[config.mk]
export PLATFORM = sky130hd
export DESIGN_NAME = lane_store_seq
export DESIGN_NICKNAME = d
export VERILOG_FILES = /design/src/rtl/lss_pkg.sv /design/src/rtl/lss_decode.sv /design/src/rtl/lss_lane_pick.sv /design/src/rtl/lane_store_seq.sv
export SDC_FILE = /design/constraint.sdc
export NUM_CORES = 1
export LEC_CHECK = 0
export ABC_CLOCK_PERIOD_IN_PS = 13700
export CAP_MARGIN = 10
export CORE_MARGIN = 1
export CORE_UTILIZATION = 50
export DETAILED_ROUTE_END_ITERATION = 8
export HOLD_SLACK_MARGIN = 0.02
export PLACE_DENSITY = 0.91
export SLEW_MARGIN = 25
export SYNTH_ARGS = -nofsm -noshare
export SYNTH_HDL_FRONTEND = slang
export SYNTH_SLANG_ARGS = --single-unit
[constraint.sdc]
create_clock -name clk_i -period 13.7 [get_ports clk_i]
set_input_delay 3.425 -clock clk_i [delete_from_list [all_inputs] [get_ports clk_i]]
set_output_delay 3.425 -clock clk_i [all_outputs]
set_load 0.02 [all_outputs]
[src/rtl/lss_pkg.sv]
package lss_pkg;
  localparam int unsigned XLEN      = 64;
  localparam int unsigned VLEN      = 128;
  localparam int unsigned DLEN      = 64;
  localparam int unsigned RIDX_W    = 5;
  localparam int unsigned SP_ALIGN  = 4;

  typedef struct packed {
    logic              undef;
    logic              post;
    logic [1:0]        last;   // registers in structure minus one
    logic [1:0]        lsz;    // log2 element bytes
    logic [3:0]        lane;
    logic [RIDX_W-1:0] rt;
    logic [RIDX_W-1:0] rn;
    logic [RIDX_W-1:0] rm;
  } dec_t;

  typedef enum logic [1:0] {ST_IDLE, ST_BEAT, ST_WB} st_e;
endpackage

[src/rtl/lss_decode.sv]
module lss_decode
  import lss_pkg::*;
(
  input  logic [31:0] insn_i,
  output dec_t        dec_o
);
  logic       q, s;
  logic [1:0] sz;
  logic [2:0] op;
  logic       bad;

  assign q  = insn_i[30];
  assign s  = insn_i[12];
  assign sz = insn_i[11:10];
  assign op = insn_i[15:13];

  always_comb begin
    bad = insn_i[31] | (insn_i[29:24] != 6'b001101) | insn_i[22]
        | (!insn_i[23] && insn_i[20:16] != 5'd0);
    dec_o.lsz  = 2'd0;
    dec_o.lane = 4'd0;
    unique case (op[2:1])
      2'd0: begin
        dec_o.lsz  = 2'd0;
        dec_o.lane = {q, s, sz};
      end
      2'd1: begin
        bad        = bad | sz[0];
        dec_o.lsz  = 2'd1;
        dec_o.lane = {1'b0, q, s, sz[1]};
      end
      2'd2: begin
        bad = bad | sz[1];
        if (!sz[0]) begin
          dec_o.lsz  = 2'd2;
          dec_o.lane = {2'b0, q, s};
        end else begin
          bad        = bad | s;
          dec_o.lsz  = 2'd3;
          dec_o.lane = {3'b0, q};
        end
      end
      default: bad = 1'b1; // replicate form has no store
    endcase
    dec_o.undef = bad;
    dec_o.post  = insn_i[23];
    dec_o.last  = {op[0], insn_i[21]};
    dec_o.rt    = insn_i[4:0];
    dec_o.rn    = insn_i[9:5];
    dec_o.rm    = insn_i[20:16];
  end
endmodule

[src/rtl/lss_lane_pick.sv]
module lss_lane_pick #(
  parameter int unsigned VW = 128,
  parameter int unsigned DW = 64
) (
  input  logic [VW-1:0] vreg_i,
  input  logic [3:0]    lane_i,
  input  logic [1:0]    lsz_i,
  output logic [DW-1:0] data_o,
  output logic [3:0]    bytes_o
);
  localparam int unsigned NB = DW / 8;

  logic [6:0]    byte_off;
  logic [9:0]    bit_off;
  logic [VW-1:0] shifted;

  assign byte_off = {3'b0, lane_i} << lsz_i;
  assign bit_off  = {byte_off, 3'b000};
  assign shifted  = vreg_i >> bit_off;
  assign bytes_o  = 4'b0001 << lsz_i;

  for (genvar b = 0; b < NB; b++) begin : g_byte
    localparam logic [3:0] BIDX = 4'(b);
    assign data_o[8*b +: 8] = (BIDX < bytes_o) ? shifted[8*b +: 8] : 8'h00;
  end
endmodule

[src/rtl/lane_store_seq.sv]
module lane_store_seq
  import lss_pkg::*;
(
  input  logic              clk_i,
  input  logic              rst_ni,
  input  logic              insn_valid_i,
  input  logic [31:0]       insn_i,
  input  logic [XLEN-1:0]   base_i,
  input  logic [XLEN-1:0]   offs_reg_i,
  output logic [RIDX_W-1:0] vrd_idx_o,
  input  logic [VLEN-1:0]   vrd_data_i,
  output logic              mem_valid_o,
  input  logic              mem_ready_i,
  output logic [XLEN-1:0]   mem_addr_o,
  output logic [DLEN-1:0]   mem_data_o,
  output logic [3:0]        mem_bytes_o,
  output logic              wb_valid_o,
  output logic              wb_sp_o,
  output logic [RIDX_W-1:0] wb_reg_o,
  output logic [XLEN-1:0]   wb_data_o,
  output logic              fault_o,
  output logic              busy_o
);
  localparam logic [RIDX_W-1:0] REG_SP = '1;

  dec_t              dec, dec_q;
  st_e               st_q;
  logic [XLEN-1:0]   base_q, rmv_q, offs_q;
  logic [RIDX_W-1:0] t_q;
  logic [1:0]        cnt_q;
  logic              fault_q;
  logic              accept, misal, bad, fire;

  lss_decode u_dec (.insn_i(insn_i), .dec_o(dec));

  lss_lane_pick #(.VW(VLEN), .DW(DLEN)) u_pick (
    .vreg_i (vrd_data_i),
    .lane_i (dec_q.lane),
    .lsz_i  (dec_q.lsz),
    .data_o (mem_data_o),
    .bytes_o(mem_bytes_o)
  );

  assign accept = insn_valid_i && (st_q == ST_IDLE);
  assign misal  = (dec.rn == REG_SP) && (base_i[SP_ALIGN-1:0] != '0);
  assign bad    = dec.undef | misal;
  assign fire   = mem_valid_o && mem_ready_i;

  always_ff @(posedge clk_i or negedge rst_ni) begin
    if (!rst_ni) begin
      st_q    <= ST_IDLE;
      dec_q   <= '0;
      base_q  <= '0;
      rmv_q   <= '0;
      offs_q  <= '0;
      t_q     <= '0;
      cnt_q   <= '0;
      fault_q <= 1'b0;
    end else begin
      fault_q <= accept && bad;
      unique case (st_q)
        ST_IDLE: if (accept && !bad) begin
          st_q   <= ST_BEAT;
          dec_q  <= dec;
          base_q <= base_i;
          rmv_q  <= offs_reg_i;
          offs_q <= '0;
          t_q    <= dec.rt;
          cnt_q  <= '0;
        end
        ST_BEAT: if (fire) begin
          offs_q <= offs_q + {{(XLEN-4){1'b0}}, mem_bytes_o};
          t_q    <= t_q + 1'b1;   // wraps mod 32
          cnt_q  <= cnt_q + 1'b1;
          if (cnt_q == dec_q.last) st_q <= dec_q.post ? ST_WB : ST_IDLE;
        end
        ST_WB:   st_q <= ST_IDLE;
        default: st_q <= ST_IDLE;
      endcase
    end
  end

  assign vrd_idx_o   = t_q;
  assign mem_valid_o = (st_q == ST_BEAT);
  assign mem_addr_o  = base_q + offs_q;
  assign wb_valid_o  = (st_q == ST_WB);
  assign wb_sp_o     = (dec_q.rn == REG_SP);
  assign wb_reg_o    = dec_q.rn;
  assign wb_data_o   = base_q + ((dec_q.rm == REG_SP) ? offs_q : rmv_q);
  assign fault_o     = fault_q;
  assign busy_o      = (st_q != ST_IDLE);
endmodule

Word level (Yosys, flattened, before mapping)
Index checks and enable logic that the tools add are counted.
W data, S select, Z words.
{"block": "classes", "n_eq_ne": 12, "n_mux": 27, "reduce_logical": 17, "n_addsub": 5, "shift": 3, "n_lt_le_gt_ge": 8, "bitwise": 7}
{"op": "$mux W64", "n": 3}
{"op": "$add A64 B64 Y64", "n": 2}
{"op": "$pmux W64 S2", "n": 1}
{"op": "$shr A128 B10 Y64", "n": 1}
{"op": "$add A64 B4 Y64", "n": 1}
{"op": "$mux W8", "n": 8}
{"op": "$pmux W6 S3", "n": 1}
{"op": "$lt A3 B4 Y1 const A", "n": 4}
{"op": "$eq A5 B5 Y1 const B", "n": 3}
{"op": "$mux W5", "n": 3}
{"op": "$mux W2", "n": 6}
{"op": "$pmux W5 S2", "n": 1}
{"op": "$lt A1 B4 Y1 const A", "n": 2}
{"op": "$lt A2 B4 Y1 const A", "n": 2}
{"op": "$pmux W2 S2", "n": 2}
{"op": "$or A1 B1 Y1", "n": 7}
{"op": "$shl A4 B2 Y7", "n": 1}
{"op": "$logic_and A1 B1 Y1", "n": 6}
{"op": "$ne A2 B1 Y1 const B", "n": 3}
{"op": "$ne A6 B4 Y1 const B", "n": 1}
{"op": "$reduce_and A3 Y1", "n": 2}
{"op": "$add A5 B1 Y5 const B", "n": 1}
{"op": "$reduce_bool A5 Y1", "n": 1}
{"op": "$eq A2 B1 Y1 const B", "n": 2}
{"op": "11 further kinds", "n": 15}
{"block": "word_totals", "output_inout_bits": 211, "ff_bits": 221, "input_bits": 292, "elab_cells": 92}

Logic depth before layout (Yosys ltp)
{"block": "logic_depth", "depth_word": 13, "depth_mapped": 18, "depth_no_buf": 16}

Hierarchy
From an unflattened synthesis, not the netlist that was laid out.
{"block": "hier_totals", "hier_cells": 2762, "area_unflattened_um2": 23396.2}
{"mod": "lane_store_seq", "seq_area_each_um2": 5530.3, "instances": 1, "area_each_um2": 17141.4, "cells_per_inst": 1842}
{"mod": "lss_lane_pick", "seq_area_each_um2": 0.0, "instances": 1, "area_each_um2": 5939.4, "cells_per_inst": 877}
{"mod": "lss_decode", "seq_area_each_um2": 0.0, "instances": 1, "area_each_um2": 315.3, "cells_per_inst": 43}

Worst setup path after synthesis
OpenSTA, ideal clock, no wires.
{"block": "synth_timing", "kind": "input port to output port", "start": "in vrd_data_i[78]", "end": "out mem_data_o[14]", "cell_stages": 5, "slack_ns": 5.728, "path_buffers": 0, "required_time_ns": 10.275, "arrival_time_ns": 4.547, "path_cell_list": "and2_1 > a211oi_1 > a211oi_1 > a221oi_1 > a211oi_1"}
{"block": "synth_between", "elab_chain_cells": 2}
{"element": "start: declaration", "line": "lane_store_seq.sv:11", "rtl": "input logic [VLEN-1:0] vrd_data_i,"}
{"element": "$shr A128 B10 Y64", "line": "lss_lane_pick.sv:19", "rtl": "assign shifted = vreg_i >> bit_off;"}
{"element": "$mux W8", "line": "lss_lane_pick.sv:24", "rtl": "assign data_o[8*b +: 8] = (BIDX < bytes_o) ? shifted[8*b +: 8] : 8'h00;"}
{"element": "end: declaration", "line": "lane_store_seq.sv:15", "rtl": "output logic [DLEN-1:0] mem_data_o,"}
No other way between the ends.

Final worst setup path
{"block": "layout_timing", "start": "reg dec_q[1] in the netlist's numbering", "end": "out wb_data_o[48]"}
{"block": "layout_between", "elab_chain_cells": 3}
{"element": "start: declaration", "line": "lane_store_seq.sv:26", "rtl": "dec_t dec, dec_q;"}
{"element": "start signal: assignment", "line": "lane_store_seq.sv:52", "rtl": "dec_q <= '0;"}
{"element": "start signal: assignment", "line": "lane_store_seq.sv:64", "rtl": "dec_q <= dec;"}
{"element": "$eq A5 B5 Y1", "line": "lane_store_seq.sv:89", "rtl": "assign wb_data_o = base_q + ((dec_q.rm == REG_SP) ? offs_q : rmv_q);"}
{"element": "$mux W64", "line": "lane_store_seq.sv:89"}
{"element": "$add A64 B64 Y64", "line": "lane_store_seq.sv:89"}
{"element": "end: declaration", "line": "lane_store_seq.sv:20", "rtl": "output logic [XLEN-1:0] wb_data_o,"}
No other way between the ends.

==> metrics.txt <==
DPL Wire Length=64600 µm; Synth Area in Adders=0.0782; status=complete, no violations; Setup WS post-layout=3.99 ns; worst path cell trace=and3_1 -> nand3_4 -> mux2_2 -> ha_1 -> inv_1 -> fa_1 -> nor2b_1 -> o211ai_1 -> a21boi_0 -> o211ai_1 -> a21oi_1 -> o311ai_0 -> nand2_1 -> a31oi_1 -> o21ai_0 -> xor2_1 -> clkdlybuf4s50_1; die area=44300 µm²; crit start category=flip-flop; largest family of logic cells by synthesized area=simple AND/OR/NAND/NOR gates; DR iter-0 viols=2703; #FFs+latches synth=221; Util after Layout=0.659; Synth Area in XOR/XNOR=0.0742; Worst-Margin Slew=1.11 ns; Final Hold Viols=0; Vias=23767; ys async rst share=1.00; Max-slew headroom=0.262; post-DR wirelength/cell=21.9 µm; Clock Path Buffers=3; Synth cell types=75; drt drc=0; placed inst area=27000 µm²; pwr dens=65.3 nW/µm²; CTS buffer count=27; Initial Util=0.512; sequential fraction of the synthesis area=0.255; CP top delay family=compound AO/OA/AOI/OAI gates; fin crit period=9.71 ns; commonest non-fill, non-tap cell in the layout=nand2_1; RSZ-0062 raised after global routing=false; clk_lat worst skew=0.57 ns; core area=42400 µm²; clock sinks=221; I/O Pins=503; r2r setup slk=10.18 ns; crit share post-route=0.709; maxcap violations=0; DIE HEIGHT=210 µm; CP max stage cell=o311ai_0; Max Clk Rate=103 MHz; initial antenna violation count=11; Max rail drop VDD=0.0926 mV; net count after synthesis=3307; main area contributors after synthesis=dfrtp_1, nand2_1, ha_1; Via density=6.15; Synth Area in Compound Gates=0.196; reg2reg start=dec_q[20]; Synth-to-Final Area Change=28.7%; total track usage=0.372; Root Driver=clkbuf_16; post-synthesis mux area share=0.106; ANT nets after route=0; Data required, critical path=10.27 ns; Worst EP arrival=6.29 ns; CP endpoint kind=output port; CTS tree=done; DRT Pass-1 Iters=7; hold crit path type=flip-flop to flip-flop; Worst Hold Launch=rmv_q[45]; vias in the first global route=23007; Worst path max stage delay=0.76 ns; Hold Buf Count CTS=0; synthesized area per cell=7.54 µm²; PostCTS Resize Cnt=0; Die Width=210 µm; Syn Inst Count=2881; post-CTS setup buffers=0; Post-Place Worst Slack=4.44 ns; global-route wire length before repair=129000 µm; clock-pin slew on the worst setup and hold paths=0.07 ns; Post-synth EDFFs=0; H-tree depth=1; dominant cell type by area after synthesis=dfrtp_1; GP Congestion=1.06; crit path launch=dec_q[1]; PortBufs=502; Crit path buffers/inverters=2; largest net degree at the start of global routing=91; Max Slew Vio Count=0; cell row count=75; Clock Skew=0.0299 ns; leakage power=0.0133 µW; layout cells sized above 1=0.0573; total grt overflow=0; most frequent cells in the layout=nand2_1, clkdlybuf4s50_1, nor2_1; setup TNS=0 ns; number of fill cells in the layout=3549; most frequent CP cell=o211ai_1; Syn Std Cell Area=21700 µm²; final net count=3684; Final Hold Slack=0.474 ns; Synth Flop Type=dfrtp_1; Final Setup Violations=0; CP max FO=29; YS warnings=0; Post-Synth Simple-Gate Area=0.251; routed wire length=84500 µm; post-synth top area share=0.255; Final Cell Area=28000 µm²; WS Path Type=flip-flop to output port
## stage by stage
step           instances  total power [µW]
2_1_floorplan       2881               868
4_1_cts             3855              1830
3_3_place_gp        3805              1080
3_5_place_dp        3805              1090
5_1_grt             3861              1890
6_report            3864              1830
## power breakdown
group / switching [µW] / internal [µW]
sequential: 24.5 / 672
clock: 309 / 434
combinational: 197 / 190
total: 531 / 1300
## Yosys cell counts, types with 22 or more instances
cell      count
nor3_1       31
o21ai_0     131
mux4_2       30
nand2_1     727
and3_1       47
xnor2_1      84
mux2i_1      96
xor2_1      100
a21o_1       83
a21oi_1     218
ha_1        131
a211oi_1     53
mux2_2       59
nand3_1      62
nor2b_1      22
nor2_1      242
inv_1        44
nand4_1      43
dfrtp_1     221
clkbuf_1    146
## flip-flops by register name, summed over array words and instances, names as in the netlist
name / cells
rmv_q: 64
vrd_idx_o: 5
cnt_q: 2
wb_reg_o: 5
st_q: 2
base_q: 64
fault_o: 1
offs_q: 64
dec_q: 14
## path summary, 6_finish.rpt
kind,cells after the start,endpoint
setup / recovery,17,wb_data_o[48]
hold / removal,2,rmv_q[45]
setup reg to reg,10,offs_q[36]
hold reg to reg,2,rmv_q[45]
max in group asynchronous,2,rmv_q[2]
min in group asynchronous,1,base_q[44]
## cells by family (layout without fill, tap and decap cells)
logic type	Yosys count	in the layout
other cells	0	8
buf+inv	220	618
fa+ha+maj	134	134
xor+xnor	184	184
simple gates	1266	1266
flops	221	221
mux	185	185
compound gates	671	671
## worst min-delay path, delay by kind of cell, from the launching register on
kind             cells  cell delay [ns]
DFF                  1             0.34
and+or+nand+nor      2             0.10
## routing by layer
metal,track usage,wire [µm],vias up
met5,0,20,-
met4,0.241,5890,4
met3,0.0909,8550,330
met2,0.604,38600,1381
met1,0.439,31500,11132
li1,-,-,10920
## layout make-up
class	instances	area, µm²	share of cell area
multi-input cells	2440	15400	0.550
flip-flops and latches	221	5530	0.198
repair buffers	523	5210	0.186
well taps	577	722	0.0258
clock buffers	32	714	0.0256
clock inverters	18	204	0.00729
inverters	45	169	0.00604
diodes	8	20.0	0.000716
(Power assumes the default switching activity.)
